## src/rtl/shifter_pkg.sv

```systemverilog
package shifter_pkg;

  typedef enum logic [1:0] {
    SHT_LSL  = 2'b00,
    SHT_LSR  = 2'b01,
    SHT_ASR  = 2'b10,
    SHT_RSVD = 2'b11
  } shift_kind_e;

  localparam int unsigned WORD_W  = 32;
  localparam int unsigned STAGE_N = $clog2(WORD_W);

  // Strobes from the decode logic to the shifting datapath
  typedef struct packed {
    logic                     passThru;   // nothing moves: operand and carry pass
    logic                     goRight;    // right shift (done on the reversed word)
    logic                     arithFill;  // vacated bits take the sign bit
    logic                     overRange;  // distance >= word width
    logic                     atWidth;    // distance == word width exactly
    logic [STAGE_N-1:0]       stageAmt;   // distance modulo word width
  } shift_ctrl_t;

endpackage

```

## src/rtl/shift_ctrl.sv

```systemverilog
module shift_ctrl
  import shifter_pkg::*;
#(
  parameter int unsigned WIDTH  = WORD_W,
  parameter int unsigned REG_W  = 32,
  parameter int unsigned AMT_W  = 8,
  parameter int unsigned IMM_W  = 5
) (
  input  logic [1:0]       shiftType,
  input  logic [REG_W-1:0] regAmount,
  input  logic [IMM_W-1:0] immAmount,
  input  logic             useImm,
  output shift_ctrl_t      ctrl
);

  localparam int unsigned SH_W = $clog2(WIDTH);

  shift_kind_e kind;
  logic [AMT_W-1:0] effAmt;
  logic immZeroRight;

  always_comb begin
    kind = shift_kind_e'(shiftType);
    immZeroRight = (immAmount == '0) && (kind == SHT_LSR || kind == SHT_ASR);
    if (useImm) begin
      if (immZeroRight) effAmt = AMT_W'(WIDTH);
      else              effAmt = AMT_W'(immAmount);
    end else begin
      effAmt = regAmount[AMT_W-1:0];
    end

    ctrl.passThru  = (effAmt == '0) || (kind == SHT_RSVD);
    ctrl.goRight   = (kind == SHT_LSR) || (kind == SHT_ASR);
    ctrl.arithFill = (kind == SHT_ASR);
    ctrl.overRange = (effAmt >= AMT_W'(WIDTH));
    ctrl.atWidth   = (effAmt == AMT_W'(WIDTH));
    ctrl.stageAmt  = effAmt[SH_W-1:0];
  end

  // An immediate code of zero on a right shift must select a full-width shift
  always_comb begin
    if (useImm && immAmount == '0 && shiftType inside {2'b01, 2'b10})
      assert_imm_zero_full_R9: assert (!ctrl.passThru && ctrl.atWidth && ctrl.overRange)
        else $error("R9: immediate zero on right shift not decoded as full width");
  end

  // An in-range nonzero distance never sets the over-range strobes
  always_comb begin
    if (!ctrl.overRange)
      assert_range_strobes_R6: assert (!ctrl.atWidth)
        else $error("R6: width strobe set while in range");
  end

endmodule

```

## src/rtl/shift_datapath.sv

```systemverilog
module shift_datapath
  import shifter_pkg::*;
#(
  parameter int unsigned WIDTH = WORD_W
) (
  input  logic [WIDTH-1:0] operand,
  input  logic             carryIn,
  input  shift_ctrl_t      ctrl,
  output logic [WIDTH-1:0] result,
  output logic             carryOut
);

  localparam int unsigned SH_W = $clog2(WIDTH);

  logic [WIDTH-1:0] revOp;
  logic [WIDTH-1:0] revBack;
  logic             fillBit;
  logic             signBit;
  logic [SH_W:0][WIDTH:0] stage;
  logic [WIDTH-1:0] smallRes;

  assign signBit = operand[WIDTH-1];
  assign fillBit = ctrl.arithFill & signBit;

  // Bit reversal lets a single left-moving barrel serve both directions
  generate
    for (genvar b = 0; b < WIDTH; b++) begin : g_rev
      assign revOp[b] = operand[WIDTH-1-b];
    end
  endgenerate

  // The extra top bit collects the last bit moved out: that is the carry
  assign stage[0] = {1'b0, (ctrl.goRight ? revOp : operand)};

  generate
    for (genvar i = 0; i < SH_W; i++) begin : g_stage
      localparam int unsigned STEP = 2 ** i;
      assign stage[i+1] = ctrl.stageAmt[i]
                        ? {stage[i][WIDTH-STEP:0], {STEP{fillBit}}}
                        : stage[i];
    end
    for (genvar b = 0; b < WIDTH; b++) begin : g_unrev
      assign revBack[b] = stage[SH_W][WIDTH-1-b];
    end
  endgenerate

  assign smallRes = ctrl.goRight ? revBack : stage[SH_W][WIDTH-1:0];

  always_comb begin
    if (ctrl.passThru) begin
      result   = operand;
      carryOut = carryIn;
    end else if (!ctrl.overRange) begin
      result   = smallRes;
      carryOut = stage[SH_W][WIDTH];
    end else if (ctrl.arithFill) begin
      result   = {WIDTH{signBit}};
      carryOut = signBit;
    end else begin
      result   = '0;
      carryOut = ctrl.atWidth & (ctrl.goRight ? signBit : operand[0]);
    end
  end

  always_comb begin
    if (!ctrl.passThru && !ctrl.goRight && !ctrl.overRange)
      assert_left_zero_fill_R3: assert (result[0] == 1'b0)
        else $error("R3: left shift did not fill bit 0 with zero");
    if (!ctrl.passThru && ctrl.goRight && !ctrl.arithFill && !ctrl.overRange)
      assert_right_zero_top_R4: assert (result[WIDTH-1] == 1'b0)
        else $error("R4: logical right shift left the top bit set");
    if (!ctrl.passThru && ctrl.arithFill)
      assert_sign_kept_R5: assert (result[WIDTH-1] == operand[WIDTH-1])
        else $error("R5: arithmetic shift lost the sign");
    if (!ctrl.passThru && !ctrl.arithFill && ctrl.overRange && !ctrl.atWidth)
      assert_far_clear_R7: assert (result == '0 && carryOut == 1'b0)
        else $error("R7: distance beyond width did not clear result and carry");
  end

endmodule

```

## src/rtl/carry_barrel_shifter.sv

```systemverilog
module carry_barrel_shifter
  import shifter_pkg::*;
#(
  parameter int unsigned WIDTH = WORD_W,
  parameter int unsigned REG_W = 32,
  parameter int unsigned AMT_W = 8,
  parameter int unsigned IMM_W = 5
) (
  input  logic [WIDTH-1:0] operand,
  input  logic [1:0]       shiftType,
  input  logic [REG_W-1:0] regAmount,
  input  logic [IMM_W-1:0] immAmount,
  input  logic             useImm,
  input  logic             carryIn,
  output logic [WIDTH-1:0] result,
  output logic             carryOut
);

  shift_ctrl_t ctrlBus;

  shift_ctrl #(
    .WIDTH(WIDTH), .REG_W(REG_W), .AMT_W(AMT_W), .IMM_W(IMM_W)
  ) u_ctrl (
    .shiftType(shiftType),
    .regAmount(regAmount),
    .immAmount(immAmount),
    .useImm   (useImm),
    .ctrl     (ctrlBus)
  );

  shift_datapath #(.WIDTH(WIDTH)) u_dp (
    .operand (operand),
    .carryIn (carryIn),
    .ctrl    (ctrlBus),
    .result  (result),
    .carryOut(carryOut)
  );

  always_comb begin
    if (shiftType == 2'b11)
      assert_reserved_pass_R10: assert (result == operand && carryOut == carryIn)
        else $error("R10: reserved type altered operand or carry");
  end

endmodule

```

## config.mk

```make
export PLATFORM = sky130hd
export DESIGN_NAME = carry_barrel_shifter
export DESIGN_NICKNAME = d
export VERILOG_FILES = /design/src/rtl/shifter_pkg.sv /design/src/rtl/shift_ctrl.sv /design/src/rtl/shift_datapath.sv /design/src/rtl/carry_barrel_shifter.sv
export SDC_FILE = /design/constraint.sdc
export NUM_CORES = 1
export LEC_CHECK = 0
export BUFFER_PORTS_ARGS = -buffer_cell sky130_fd_sc_hd__buf_4
export CORE_UTILIZATION = 50
export DETAILED_ROUTE_END_ITERATION = 16
export GPL_ROUTABILITY_DRIVEN = 0
export PLACE_DENSITY = 0.84
export SLEW_MARGIN = 5
export SYNTH_ARGS = -nofsm -noshare
export SYNTH_HDL_FRONTEND = slang
export SYNTH_HIERARCHICAL = 1
export SYNTH_SLANG_ARGS = --single-unit
```

## constraint.sdc

```tcl
create_clock -name vclk -period 5.1
set_clock_uncertainty 0.2 [all_clocks]
set_input_delay 1.275 -clock vclk [all_inputs]
set_output_delay 1.275 -clock vclk [all_outputs]
set_load 0.02 [all_outputs]
```

==> results of run 1 <==
==> cells by family after synthesis <==
group	count (synthesis)
simple gates	197
xor+xnor	1
buf+inv	82
fa+ha+maj	2
compound gates	222
mux	111
==> timing repair <==
action	in CTS
hold buffers	0
gates cloned	5
setup buffers	11
resized for setup	135
pin swaps	45
endpoints found under the setup margin	33
==> through the flow <==
stage / hold slack (ns) / utilization, %
after floorplan: 2.49 / -
after global placement: 2.69 / 69.6
after detailed placement: 2.69 / 69.6
after CTS: 2.69 / 78.4
==> layer usage <==
metal	overflow	global-route usage (%)
met5	0	36.3
met4	32	76.6
met3	0	60.6
met2	27	94.0
met1	0	76.9
==> flow_metrics.tcl, run 1 <==
set metrics [dict create \
    overflow 59 \
    start_util_pct 51.9 \
    dp_slack_ns -0.272 \
    worstEndpointGrtRepair "result[22]" \
    synthTopCellsByArea "mux2i_1 (14%), mux4_2 (10%), mux2_2 (5.9%)" \
    endpoint_type "primary output" \
    track_usage_pct 77.1 \
    yosysMostFrequentCell "mux2i_1" \
    placedCellCount 891 \
    place_hpwl_um 17100 \
    synth_compound_gate_area_share_pct 34.9 \
    die_y_um 97.3 \
    outcome "did not finish" \
    io_buffers 82 \
    yosysSeqAreaShare_pct 0 \
    syn_inst 615 \
    synthXorXnorAreaFrac_pct 0.358 \
    grt_start_max_net_pins 26 \
    synthMuxAreaShare_pct 31.6 \
    haltStage "5_1_grt" \
    place_area_mm2 0.00610 \
    yosysWarnings 6 \
    synth_top_family_by_area "compound AO/OA/AOI/OAI gates" \
    rows 34 \
    synth_common_cells "mux2i_1 (64), nand2_1 (60), nor2_1 (57), a21oi_1 (40), o21ai_0 (38)" \
    syn_area_per_cell_um2 7.39 \
    synth_nets 690 \
    die_w_um 97.3 \
    synth_area_mm2 0.00454 \
    synth_cell_types 79 \
    yosys.area.top_type "mux2i_1" \
    tool.error "[ERROR GRT-0232] Routing congestion too high. Check the congestion heatmap in the GUI." \
    synth_top_area_share_pct 14.1 \
    synthAdderAreaFrac_pct 0.551 \
    num_io_pins 106 \
    yosys.area_share.simple_pct 21.2 \
]
==> inputs of run 2 (changes only) <==
- CORE_UTILIZATION: 50 -> 35
- PLACE_DENSITY: 0.84 -> unset
- PLACE_DENSITY_LB_ADDON: unset -> 0.15
==> run 2 against run 1 <==
Compared with the run above:
- the flow now finishes, with violations (setup timing)
- synthesized cell count stayed put
- area after synthesis did not move
==> flow_metrics.tcl, run 2 <==
set metrics [dict create \
    power.share.clock_pct 0 \
    track_usage_pct 35.0 \
    diodes 0 \
    wl_um 24800 \
    cp-end-kind "output port" \
    fin_crit_ns 5.34 \
    yosys.area.top_type "mux2i_1" \
    yosysMostFrequentCell "mux2i_1" \
    die_w_um 116 \
    place_hpwl_um 18700 \
    crit_required_ns 3.62 \
    path_class "primary input to output port" \
    mostFrequentLayoutCell "buf_4" \
    highest_layer "met4" \
    p_leak_uw 0.00312 \
    num_vias 6635 \
    failed_checks "setup timing" \
    num_io_pins 106 \
    grt_pass1_vias 6051 \
    p_sw_share_pct 53.2 \
    drt_iter0_drc 845 \
    rsz0062_at_grt "true" \
    outcome "complete, but fails checks" \
    die_y_um 116 \
    yosysSeqAreaShare_pct 0 \
    cp_max_fo 8 \
    dr_wl_met2_um 11200 \
    synthTopCellsByArea "mux2i_1 (14%), mux4_2 (10%), mux2_2 (5.9%)" \
    start_util_pct 36.0 \
    wl_met1_um 9580 \
    p_sw_uw 706 \
    grt_pass1_wl_um 35400 \
    syn_inst 615 \
    finalSetupViolCount 33 \
    rows 41 \
    yosysWarnings 6 \
    synth_cell_types 79 \
    drtAntennaViolNets 0 \
    crit_buf_inv 6 \
    fin_total_pwr_uw 1330 \
    worstHoldPathType "primary input to output port" \
    power_frac_seq_pct 0 \
    grt_start_max_net_pins 27 \
    mostFrequentLayoutCells "buf_4 (236), mux2i_1 (54), nand2_1 (53)" \
    finalHoldViolations 0 \
    antenna_found_initial 0 \
    fin_util_pct 58.8 \
    startpoint_type "primary input" \
    seq_cells 0 \
    placedCellCount 978 \
    area_delta_synth_final_pct 63.2 \
    synth_top_area_share_pct 14.1 \
    dp_slack_ns -0.406 \
    slew_headroom_pct 61.3 \
    setup_slack_ns -0.238 \
    via_per_inst 6.61 \
    p_int_uw 620 \
    wl_per_cell_um 24.7 \
    io_buffers 82 \
    hold_buffers 0 \
    register_area_um2 0 \
    power-per-cell-area_mw_per_mm2 179 \
    cp_cell_sequence "buf_8, mux2i_4, inv_4, buf_12, buf_12, buf_8, mux2_4, mux4_2, o32ai_2, a211o_1, or4_1, o211ai_1, buf_4" \
    slew_violations 0 \
    drc 0 \
    dieArea_mm2 0.0134 \
    peakVddDrop_mv 0.0634 \
    tightest_slew_ns 0.573 \
    synth_common_cells "mux2i_1 (64), nand2_1 (60), nor2_1 (57), a21oi_1 (40), o21ai_0 (38)" \
    nNetsFinal 909 \
    critPathSlowestCell "or4_1" \
    cap_violations 0 \
    coreArea_mm2 0.0126 \
    critical_path.top_delay_family "multiplexers" \
    slowest_delay_ns 0.43 \
    combPwrFrac_pct 100.0 \
    cp.arrival_ns 3.86 \
    dr_wl_met3_um 2440 \
    clock_buffers 0 \
    syn_area_per_cell_um2 7.39 \
    drt_pass1_iterations 7 \
    overflow 0 \
    synth_area_mm2 0.00454 \
    fin_cells 1004 \
    fmax_ghz 0.187 \
    period_share_pct 105 \
    synth_nets 690 \
    drive_gt1_share_pct 54.9 \
]
run 2: cell counts after synthesis:
Identical to the previous run, type by type.
run 2: final timing paths:
check	start	end	slack, ns	cells after the start
min	carryIn	carryOut	2.70	3
max	useImm	result[22]	-0.24	13
run 2: layout make-up:
cell class                 count  area (um2)
fill                        1166        5200
inverter                      23         105
multi-input combinational    533        4740
tap                          172         215
timing repair buffer         276        2360
run 2: per-layer routing:
| layer | global-route usage (%) | up-vias |
|---|---|---|
| li1 | - | 2849 |
| met1 | 44.6 | 3166 |
| met2 | 57.6 | 506 |
| met3 | 4.81 | 114 |
| met4 | 17.6 | 0 |
| met5 | 0 | - |
run 2: logic make-up (layout without fill, tap and decap cells):
| logic type | count (synthesis) | count (layout) | share of synthesized area, % |
|---|---|---|---|
| XOR/XNOR | 1 | 1 | 0.358 |
| AO/OA/AOI/OAI | 222 | 222 | 34.9 |
| AND/OR/NAND/NOR | 197 | 197 | 21.2 |
| buffers and inverters | 82 | 299 | 11.4 |
| adder cells (fa/ha/maj) | 2 | 2 | 0.551 |
| multiplexers | 111 | 111 | 31.6 |
run 2: power groups by stage:
stage,Combinational [uW],Clock (uW),Sequential (uW)
final,1330,0,0
after global routing,1380,0,0
after CTS,1150,0,0
after detailed placement,1090,0,0
after global placement,1080,0,0
after floorplan,606,0,0
run 2: per-stage QoR:
step / hold slack, ns / setup TNS, ns / cell area [um2]
after CTS: 2.71 / -2.91 / 6720
after floorplan: 2.49 / -0.144 / 4640
final: 2.70 / -4.73 / 7420
after global routing: 2.71 / -6.29 / 7420
after global placement: 2.68 / -7.28 / 6410
after detailed placement: 2.71 / -8.39 / 6410
run 2: what timing repair did:
item / in CTS / in global routing
pin swaps: 21 / 42
endpoints found under the setup margin: 33 / 33
buffers inserted: 5 / 19
gates cloned: 1 / 3
hold endpoints to repair: 0 / 0
resized for setup: 51 / 120
(Power assumes the default switching activity.)
